$ cat src/rtl/sdx_pkg.sv
package sdx_pkg;
    localparam logic [1:0] ADDR_WDATA = 2'd0;
    localparam logic [1:0] ADDR_CTRL  = 2'd1;
    localparam logic [1:0] ADDR_STAT  = 2'd2;
    localparam logic [1:0] ADDR_RDATA = 2'd3;

    localparam int CTRL_MOTOR_BIT = 0;
    localparam int CTRL_XRST_BIT  = 1;
    localparam int CTRL_DIR_BIT   = 2;
    localparam int CTRL_IEN_BIT   = 7;
    localparam int STAT_FLAG_BIT  = 1;

    typedef struct packed {
        logic ien;
        logic read_mode;
        logic xfer_rst;
        logic motor;
    } ctrl_t;
endpackage

$ cat src/rtl/sdx_shifter.sv
module sdx_shifter #(
    parameter int DATA_W = 8
) (
    input  logic              clk,
    input  logic              rst_n,
    input  logic              strobe,
    input  logic              ser_in,
    input  logic              xfer_rst,
    input  logic              read_mode,
    input  logic [DATA_W-1:0] load_val,
    output logic              byte_done,
    output logic [DATA_W-1:0] cap_val,
    output logic              ser_out
);
    localparam int CNT_W = (DATA_W > 1) ? $clog2(DATA_W) : 1;
    localparam logic [CNT_W-1:0] LAST = CNT_W'(DATA_W - 1);

    typedef struct packed {
        logic [CNT_W-1:0]  cnt;
        logic [DATA_W-1:0] sh;
    } sh_state_t;

    sh_state_t st_d, st_q;

    always_comb begin
        byte_done = strobe && !xfer_rst && (st_q.cnt == LAST);
        cap_val   = {st_q.sh[DATA_W-2:0], ser_in};
        st_d      = st_q;
        if (xfer_rst) begin
            st_d.cnt = '0;
            if (!read_mode) begin
                st_d.sh = load_val;
            end
        end else if (strobe) begin
            st_d.cnt = byte_done ? '0 : st_q.cnt + 1'b1;
            if (read_mode) begin
                st_d.sh = cap_val;
            end else if (byte_done) begin
                st_d.sh = load_val;
            end else begin
                st_d.sh = {st_q.sh[DATA_W-2:0], 1'b0};
            end
        end
    end

    always_ff @(posedge clk or negedge rst_n) begin
        if (!rst_n) begin
            st_q <= '0;
        end else begin
            st_q <= st_d;
        end
    end

    assign ser_out = st_q.sh[DATA_W-1];
endmodule

$ cat src/rtl/sdx_host_regs.sv
module sdx_host_regs
    import sdx_pkg::*;
#(
    parameter int DATA_W = 8
) (
    input  logic              clk,
    input  logic              rst_n,
    input  logic [1:0]        cpu_addr,
    input  logic              cpu_wr,
    input  logic              cpu_rd,
    input  logic [DATA_W-1:0] cpu_wdata,
    output logic [DATA_W-1:0] cpu_rdata,
    input  logic              byte_done,
    input  logic [DATA_W-1:0] cap_val,
    output ctrl_t             ctrl,
    output logic [DATA_W-1:0] wdata,
    output logic              flag,
    output logic              irq,
    output logic              clr_access
);
    typedef struct packed {
        ctrl_t             ctrl;
        logic [DATA_W-1:0] wdata;
        logic [DATA_W-1:0] rdata;
        logic              flag;
        logic              irq;
    } reg_state_t;

    reg_state_t rs_d, rs_q;

    always_comb begin
        clr_access = (cpu_wr && cpu_addr == ADDR_WDATA)
                  || (cpu_rd && (cpu_addr == ADDR_STAT || cpu_addr == ADDR_RDATA));
        rs_d = rs_q;
        if (cpu_wr && cpu_addr == ADDR_WDATA) begin
            rs_d.wdata = cpu_wdata;
        end
        if (cpu_wr && cpu_addr == ADDR_CTRL) begin
            rs_d.ctrl.motor     = cpu_wdata[CTRL_MOTOR_BIT];
            rs_d.ctrl.xfer_rst  = cpu_wdata[CTRL_XRST_BIT];
            rs_d.ctrl.read_mode = cpu_wdata[CTRL_DIR_BIT];
            rs_d.ctrl.ien       = cpu_wdata[CTRL_IEN_BIT];
        end
        if (byte_done && rs_q.ctrl.read_mode) begin
            rs_d.rdata = cap_val;
        end
        if (byte_done) begin
            rs_d.flag = 1'b1;
            rs_d.irq  = rs_q.ctrl.ien ? 1'b1 : (clr_access ? 1'b0 : rs_q.irq);
        end else if (clr_access) begin
            rs_d.flag = 1'b0;
            rs_d.irq  = 1'b0;
        end
    end

    always_ff @(posedge clk or negedge rst_n) begin
        if (!rst_n) begin
            rs_q <= '0;
        end else begin
            rs_q <= rs_d;
        end
    end

    always_comb begin
        cpu_rdata = '0;
        if (cpu_addr == ADDR_STAT) begin
            cpu_rdata[STAT_FLAG_BIT] = rs_q.flag;
        end else if (cpu_addr == ADDR_RDATA) begin
            cpu_rdata = rs_q.rdata;
        end
    end

    assign ctrl  = rs_q.ctrl;
    assign wdata = rs_q.wdata;
    assign flag  = rs_q.flag;
    assign irq   = rs_q.irq;
endmodule

$ cat src/rtl/sdx_byte_if.sv
module sdx_byte_if
    import sdx_pkg::*;
#(
    parameter int DATA_W = 8
) (
    input  logic              clk,
    input  logic              rst_n,
    input  logic [1:0]        cpu_addr,
    input  logic              cpu_wr,
    input  logic              cpu_rd,
    input  logic [DATA_W-1:0] cpu_wdata,
    output logic [DATA_W-1:0] cpu_rdata,
    input  logic              bit_strobe,
    input  logic              ser_in,
    output logic              ser_out,
    output logic              motor_on,
    output logic              irq
);
    ctrl_t             ctrl;
    logic [DATA_W-1:0] wdata;
    logic [DATA_W-1:0] cap_val;
    logic              byte_done;
    logic              flag;
    logic              clr_access;
    logic              xfer_rst;

    assign xfer_rst = ctrl.xfer_rst;
    assign motor_on = ctrl.motor;

    sdx_shifter #(.DATA_W(DATA_W)) shifter_i (
        .clk       (clk),
        .rst_n     (rst_n),
        .strobe    (bit_strobe),
        .ser_in    (ser_in),
        .xfer_rst  (xfer_rst),
        .read_mode (ctrl.read_mode),
        .load_val  (wdata),
        .byte_done (byte_done),
        .cap_val   (cap_val),
        .ser_out   (ser_out)
    );

    sdx_host_regs #(.DATA_W(DATA_W)) regs_i (
        .clk        (clk),
        .rst_n      (rst_n),
        .cpu_addr   (cpu_addr),
        .cpu_wr     (cpu_wr),
        .cpu_rd     (cpu_rd),
        .cpu_wdata  (cpu_wdata),
        .cpu_rdata  (cpu_rdata),
        .byte_done  (byte_done),
        .cap_val    (cap_val),
        .ctrl       (ctrl),
        .wdata      (wdata),
        .flag       (flag),
        .irq        (irq),
        .clr_access (clr_access)
    );
endmodule

$ cat config.mk
export PLATFORM = sky130hd
export DESIGN_NAME = sdx_byte_if
export DESIGN_NICKNAME = d
export VERILOG_FILES = /design/src/rtl/sdx_pkg.sv /design/src/rtl/sdx_shifter.sv /design/src/rtl/sdx_host_regs.sv /design/src/rtl/sdx_byte_if.sv
export SDC_FILE = /design/constraint.sdc
export NUM_CORES = 1
export LEC_CHECK = 0
export BUFFER_PORTS_ARGS = -buffer_cell sky130_fd_sc_hd__buf_2
export CORE_ASPECT_RATIO = 0.8
export CORE_MARGIN = 3
export CORE_UTILIZATION = 31
export DETAILED_ROUTE_END_ITERATION = 16
export PLACE_DENSITY = 0.46
export SYNTH_ARGS = -nofsm -noshare
export SYNTH_HDL_FRONTEND = slang
export SYNTH_SLANG_ARGS = --single-unit
$ cat constraint.sdc
create_clock -name clk -period 4.54 [get_ports clk]
set_clock_uncertainty 0.15 [all_clocks]
set_input_delay 0.681 -clock clk [delete_from_list [all_inputs] [get_ports clk]]
set_output_delay 0.681 -clock clk [all_outputs]
set_load 0.005 [all_outputs]
==> results of run 1 <==
placed cells by master (no fill, tap or decap), types with 3 or more instances in the layout:
cell type,n
a21oi_1,9
a31oi_1,6
and3_1,7
buf_2,26
clkbuf_8,6
dfrtp_1,33
mux2_2,21
mux2i_1,3
nand2_1,3
nand3b_1,10
nor2_1,5
o21ai_0,7
layout make-up:
class,instances,share of cell area
Clock buffer,7,0.0482
Multi-Input combinational cell,86,0.376
Sequential cell,33,0.461
Tap cell,60,0.0419
Timing Repair Buffer,26,0.0727
per-layer routing:
metal  wire length [um]  part of all wire  GRT usage  vias to the layer above
li1                   -                 -          -                      512
met1               1680              0.54      0.176                      495
met2               1210              0.39      0.156                       31
met3                210             0.068     0.0380                        0
met4                  0                 0     0.0264                        0
met5                  0                 0          0                        -
logic make-up after synthesis:
group / after synthesis
multiplexers: 24
AND/OR/NAND/NOR: 33
flip-flops: 33
buffers and inverters: 8
adder cells (fa/ha/maj): 2
AO/OA/AOI/OAI: 27
sequential cells by signal, indices dropped and copies added, names as in the netlist:
register           count
regs_i.irq             1
shifter_i.cap_val      7
regs_i.wdata           8
regs_i.rs_q            8
regs_i.flag            1
shifter_i.ser_out      1
shifter_i.st_q         3
regs_i.ctrl            4
through the flow:
step                utilization  setup slack, ns  hold WS [ns]  area, um2
floorplan                     -             2.62         0.235       1550
global placement          0.362             2.48         0.327       1700
detailed placement        0.362             2.46         0.329       1700
CTS                       0.380             2.46         0.339       1790
global route              0.380             2.42         0.373       1790
finish                    0.380             2.46         0.312       1790
power breakdown:
group          switching [mW]  internal (mW)  total [mW]
registers              0.0568          0.355       0.412
logic                  0.0633         0.0754       0.139
clock network          0.0947          0.120       0.215
worst max path at each step:
stage	startpoint	end	cells past startpoint
floorplan	cpu_addr[0]	cpu_rdata[1]	3
global placement	cpu_addr[0]	cpu_rdata[1]	4
detailed placement	cpu_addr[0]	cpu_rdata[1]	4
CTS	cpu_addr[0]	cpu_rdata[1]	4
global route	cpu_addr[0]	cpu_rdata[1]	4
finish	cpu_addr[0]	cpu_rdata[1]	4
==> flow_metrics.py, run 1 <==
metrics = {
    "synth": {
        "synth.most_common_cell": "dfrtp_1",
        "synthSimpleGateAreaFrac": 0.141,
        "synth_edf_count": 0,
        "synth_fp_nets": 145,
        "synth_xor_xnor_area_share": 0,
        "seq_area_frac_synth": 0.531,
        "post_synth_num_cell_types": 25,
        "netlist.area_leader.share": 0.531,
        "muxShareOfSynthArea": 0.171,
        "yosysTopAreaCell": "dfrtp_1",
        "ys_seq_elements": 33,
        "synthAdderAreaFrac": 0.0161,
        "synth_ff_type": "dfrtp_1",
        "syn_avg_cell_area_um2": 12.2,
        "synth.top_cells.by_count": "dfrtp_1 (33), mux2_2 (21), nand3b_1 (10)",
        "synth_top_family_by_area": "multiplexers",
        "synth_area_um2": 1550,
        "async_reset_ff_frac": 1.00,
        "syn_inst": 127,
        "synth_compound_area_frac": 0.105,
        "synth_area_leaders": "dfrtp_1 (53%), mux2_2 (15%), nand3b_1 (4.8%), a21oi_1 (2.9%), and3_1 (2.8%)",
        "yosysWarnings": 0,
    },
    "clocking": {
        "ctsHoldBuffers": 0,
        "cts_tree": "yes",
        "clk_pin_slew_ns": 0.06,
        "post-cts-setup-buffers": 0,
        "cts_made_buffers": 5,
        "htreeDepth": 2,
        "root_buffer": "clkbuf_8",
        "cts_buffer_depth": 2,
        "cts_resized": 0,
        "cts_num_sinks": 33,
        "clkLatencyLatePin_ns": 0.27,
    },
    "flow_run": {
        "drv_cap": 0,
    },
    "power_and_ir_drop": {
        "p_per_area_nw_per_um2": 427,
        "p_total_mw": 0.765,
        "vdd_drop_max_uv": 216,
        "p_leak_nw": 0.868,
    },
    "worst_setup_path": {
        "crit_top_cell": "buf_2",
        "worstPathMaxFanout": 10,
        "critPathSlowestCell": "mux2i_1",
        "reg2reg_slack_ns": 2.66,
        "timing.rr.end": "regs_i.rs_q[6]",
        "critPathBufInv": 2,
        "critPathArrivalTime_ns": 1.25,
        "critical_path.top_delay_family": "buffers and inverters",
        "path_cells": "buf_2, mux2i_1, nor2b_1, buf_2",
        "critPathMaxStageDelay_ns": 0.21,
        "r2r_start": "shifter_i.st_q[8]",
        "startpoint_type": "input port",
        "r2r.worst_path.cells": 5,
        "critical_path_class": "in2out",
        "cp.required_ns": 3.71,
        "cp-end-kind": "output port",
    },
    "place": {
        "place_inst": 205,
        "place.detailed.hpwl_mm": 2.28,
        "io_buffer_count": 26,
        "gp_congestion": 0.671,
    },
    "routing": {
        "wl_per_cell_um": 14.6,
        "first_pass_iters": 4,
        "drt_wl_total_mm": 3.10,
        "vias": 1038,
        "drc_errors": 0,
        "drtAntennaViolNets": 0,
        "drtIter0Drc": 40,
        "viasPerCell": 4.90,
    },
    "grt": {
        "antenna_found_initial": 0,
        "globalRouteOverflowTotal": 0,
        "grt_pass1_wl_mm": 5.44,
        "grt_use_total": 0.115,
        "grt_max_degree": 34,
        "grt_pass1_vias": 1104,
    },
    "finish": {
        "nets": 170,
        "drive_gt1_frac": 0.375,
        "n_fill_cell": 481,
        "fin_cells": 212,
        "seq_area_um2": 826,
        "diodes": 0,
        "multi_input_area_um2": 673,
        "syn_to_final_growth_pct": 15.2,
    },
    "status": {
        "outcome": "finished, final reports clean",
    },
    "floorplanning": {
        "core_area_um2": 4710,
        "die_x_um": 85.2,
        "io_pins": 27,
        "rows": 22,
        "die_y_um": 69.3,
        "initial_utilization": 0.330,
        "dieArea_um2": 5900,
    },
    "timing": {
        "setup-tns-final_ns": 0,
        "slew_headroom": 0.513,
        "fin_crit_sh": 0.458,
        "fmax_ghz": 0.481,
        "final-max-slew-violation-count": 0,
        "rsz0062_at_grt": "false",
        "finalCriticalPeriod_ns": 2.08,
        "hold_viol": 0,
        "worstMarginPinSlew_ns": 0.731,
        "setup_viol": 0,
    },
    "worst_hold_path": {
        "hp-class": "in2async",
    },
}
(Power assumes the default switching activity.)
==> run 2, diff against run 1 <==
--- a/config.mk
+++ b/config.mk
@@ -10,7 +10,7 @@
 export CORE_MARGIN = 3
 export CORE_UTILIZATION = 31
 export DETAILED_ROUTE_END_ITERATION = 16
-export PLACE_DENSITY = 0.46
+export PLACE_DENSITY = 0.48
 export SYNTH_ARGS = -nofsm -noshare
 export SYNTH_HDL_FRONTEND = slang
 export SYNTH_SLANG_ARGS = --single-unit
==> constraint.sdc (replaced) <==
create_clock -name clk -period 1.8 [get_ports clk]
set_clock_uncertainty 0.15 [all_clocks]
set_input_delay 0.27 -clock clk [delete_from_list [all_inputs] [get_ports clk]]
set_output_delay 0.27 -clock clk [all_outputs]
set_load 0.005 [all_outputs]
==> run 2 against run 1 <==
  * Cell count is 3.8% higher
  * First-iteration DRC count rose by 85%
  * Sequential share of layout area is 2.1 points lower
  * Utilization rose by 1.8 points
  * Total power rose to 2.6 times the previous value
  * Count of clock-buffer cells in the layout unchanged
  * Sequential power grew to 2.5 times the previous value
==> flow_metrics.py, run 2 (synthesis gave the netlist of run 1 again) <==
metrics = {
    "status": {
        "outcome": "finished, final reports clean",
    },
    "floorplanning": {
        "dieArea_um2": 5900,
        "io_pins": 27,
        "die_x_um": 85.2,
        "rows": 22,
        "core_area_um2": 4710,
        "die_y_um": 69.3,
        "initial_utilization": 0.330,
    },
    "clocking": {
        "cts_buffer_depth": 2,
        "clk_pin_slew_ns": 0.06,
        "root_buffer": "clkbuf_8",
        "htreeDepth": 2,
        "clkLatencyLatePin_ns": 0.28,
        "cts_made_buffers": 5,
        "cts_num_sinks": 33,
        "cts_tree": "yes",
    },
    "worst_setup_path": {
        "r2r_start": "shifter_i.st_q[8]",
        "r2r.worst_path.cells": 5,
        "critical_path_class": "reg2reg",
        "cp.required_ns": 1.81,
        "crit_path_end": "regs_i.rs_q[8]",
        "critPathArrivalTime_ns": 1.74,
        "cp-end-kind": "register",
        "cp-startpoint": "shifter_i.st_q[8]",
        "timing.rr.end": "regs_i.rs_q[8]",
        "worstPathMaxFanout": 8,
        "reg2reg_slack_ns": 0.07,
        "startpoint_type": "register",
    },
    "finish": {
        "n_fill_cell": 467,
        "nets": 177,
        "final_common_cell": "dfrtp_1",
        "drive_gt1_frac": 0.425,
        "syn_to_final_growth_pct": 20.7,
        "diodes": 0,
        "final_cell_mix": "dfrtp_1 (33), buf_2 (26), mux2_2 (20)",
        "postLayoutCoreUtil": 0.398,
    },
    "place": {
        "io_buffer_count": 26,
        "gp_congestion": 0.713,
        "place.detailed.hpwl_mm": 2.39,
    },
    "grt": {
        "grt_use_total": 0.115,
        "antenna_found_initial": 0,
        "grt_max_degree": 34,
        "grt_pass1_wl_mm": 5.31,
        "grt_pass1_vias": 1096,
        "globalRouteOverflowTotal": 0,
    },
    "routing": {
        "drc_errors": 0,
        "viasPerCell": 4.96,
        "vias": 1091,
        "first_pass_iters": 4,
        "drtAntennaViolNets": 0,
        "drtIter0Drc": 74,
        "wl_per_cell_um": 14.5,
        "drt_wl_total_mm": 3.18,
    },
    "timing": {
        "setup_viol": 0,
        "worstMarginPinSlew_ns": 0.741,
        "finalCriticalPeriod_ns": 1.73,
        "final-max-slew-violation-count": 0,
        "fmax_ghz": 0.578,
        "fin_crit_sh": 0.961,
        "setup-tns-final_ns": 0,
        "hold_viol": 0,
        "rsz0062_at_grt": "false",
        "slew_headroom": 0.506,
    },
    "flow_run": {
        "drv_cap": 0,
    },
    "power_and_ir_drop": {
        "p_per_area_nw_per_um2": 1080,
        "p_leak_nw": 0.920,
        "vdd_drop_max_uv": 576,
    },
    "worst_hold_path": {
        "hp-class": "in2reg",
    },
}
-- run 2: cell count changes in the layout (fill, tap and decap cells not counted), sizes merged --
cell and change:
buf +6, clkinv +1, dlygate4sd3 +1
-- run 2: final cells by class --
cell class                      count  area, um2  share of cell area
Timing Repair Buffer               33        185              0.0987
Clock buffer                        7       96.3              0.0514
Tap cell                           60       75.1              0.0400
Multi-Input combinational cell     86        688               0.367
Sequential cell                    33        826               0.440
Clock inverter                      1       5.00             0.00267
-- run 2: power by group --
part | switching, mW | internal, mW
Combinational | 0.178 | 0.207
Clock | 0.257 | 0.345
Sequential | 0.136 | 0.896
-- run 2: what timing repair did --
item	4_1_cts	5_1_grt
setup buffers	0	2
hold buffers	1	0
hold endpoints to repair	33	0
setup endpoints to repair	8	9
gates resized for setup	1	4
-- run 2: routing by layer --
| layer | wire, um | track usage |
|---|---|---|
| met4 | 23 | 0.0422 |
| met5 | 0 | 0 |
| met3 | 231 | 0.0428 |
| met1 | 1640 | 0.159 |
| met2 | 1290 | 0.163 |
-- run 2: stage by stage --
step | instances | worst slack (ns) | area (um2) | total power [mW] | hold WS (ns)
2_1_floorplan | 127 | 0.0606 | 1550 | 1.29 | -0.176
3_3_place_gp | 209 | 0.0424 | 1730 | 1.40 | 0.210
3_5_place_dp | 209 | -0.00226 | 1730 | 1.42 | 0.232
4_1_cts | 218 | 0.0197 | 1850 | 2.04 | 0.0628
5_1_grt | 220 | 0.0119 | 1880 | 2.15 | 0.0600
6_report | 220 | 0.0710 | 1880 | 2.02 | 0.0748
-- run 2: critical path: stages, from the launching register on --
cell	delay, ns
dfrtp_1	0.40
ha_2	0.19
ha_2	0.18
and3b_2	0.22
nand2_4	0.13
mux2_2	0.34
-- run 2: worst min path at each step --
stage,to,cells after the start,start
after floorplan,regs_i.ctrl[0],0,rst_n
after detailed placement,regs_i.wdata[0],1,rst_n
after global placement,regs_i.ctrl[0],1,rst_n
after global routing,regs_i.wdata[5],2,cpu_wdata[5]
final,regs_i.wdata[4],2,cpu_wdata[4]
after CTS,regs_i.wdata[5],2,cpu_wdata[5]
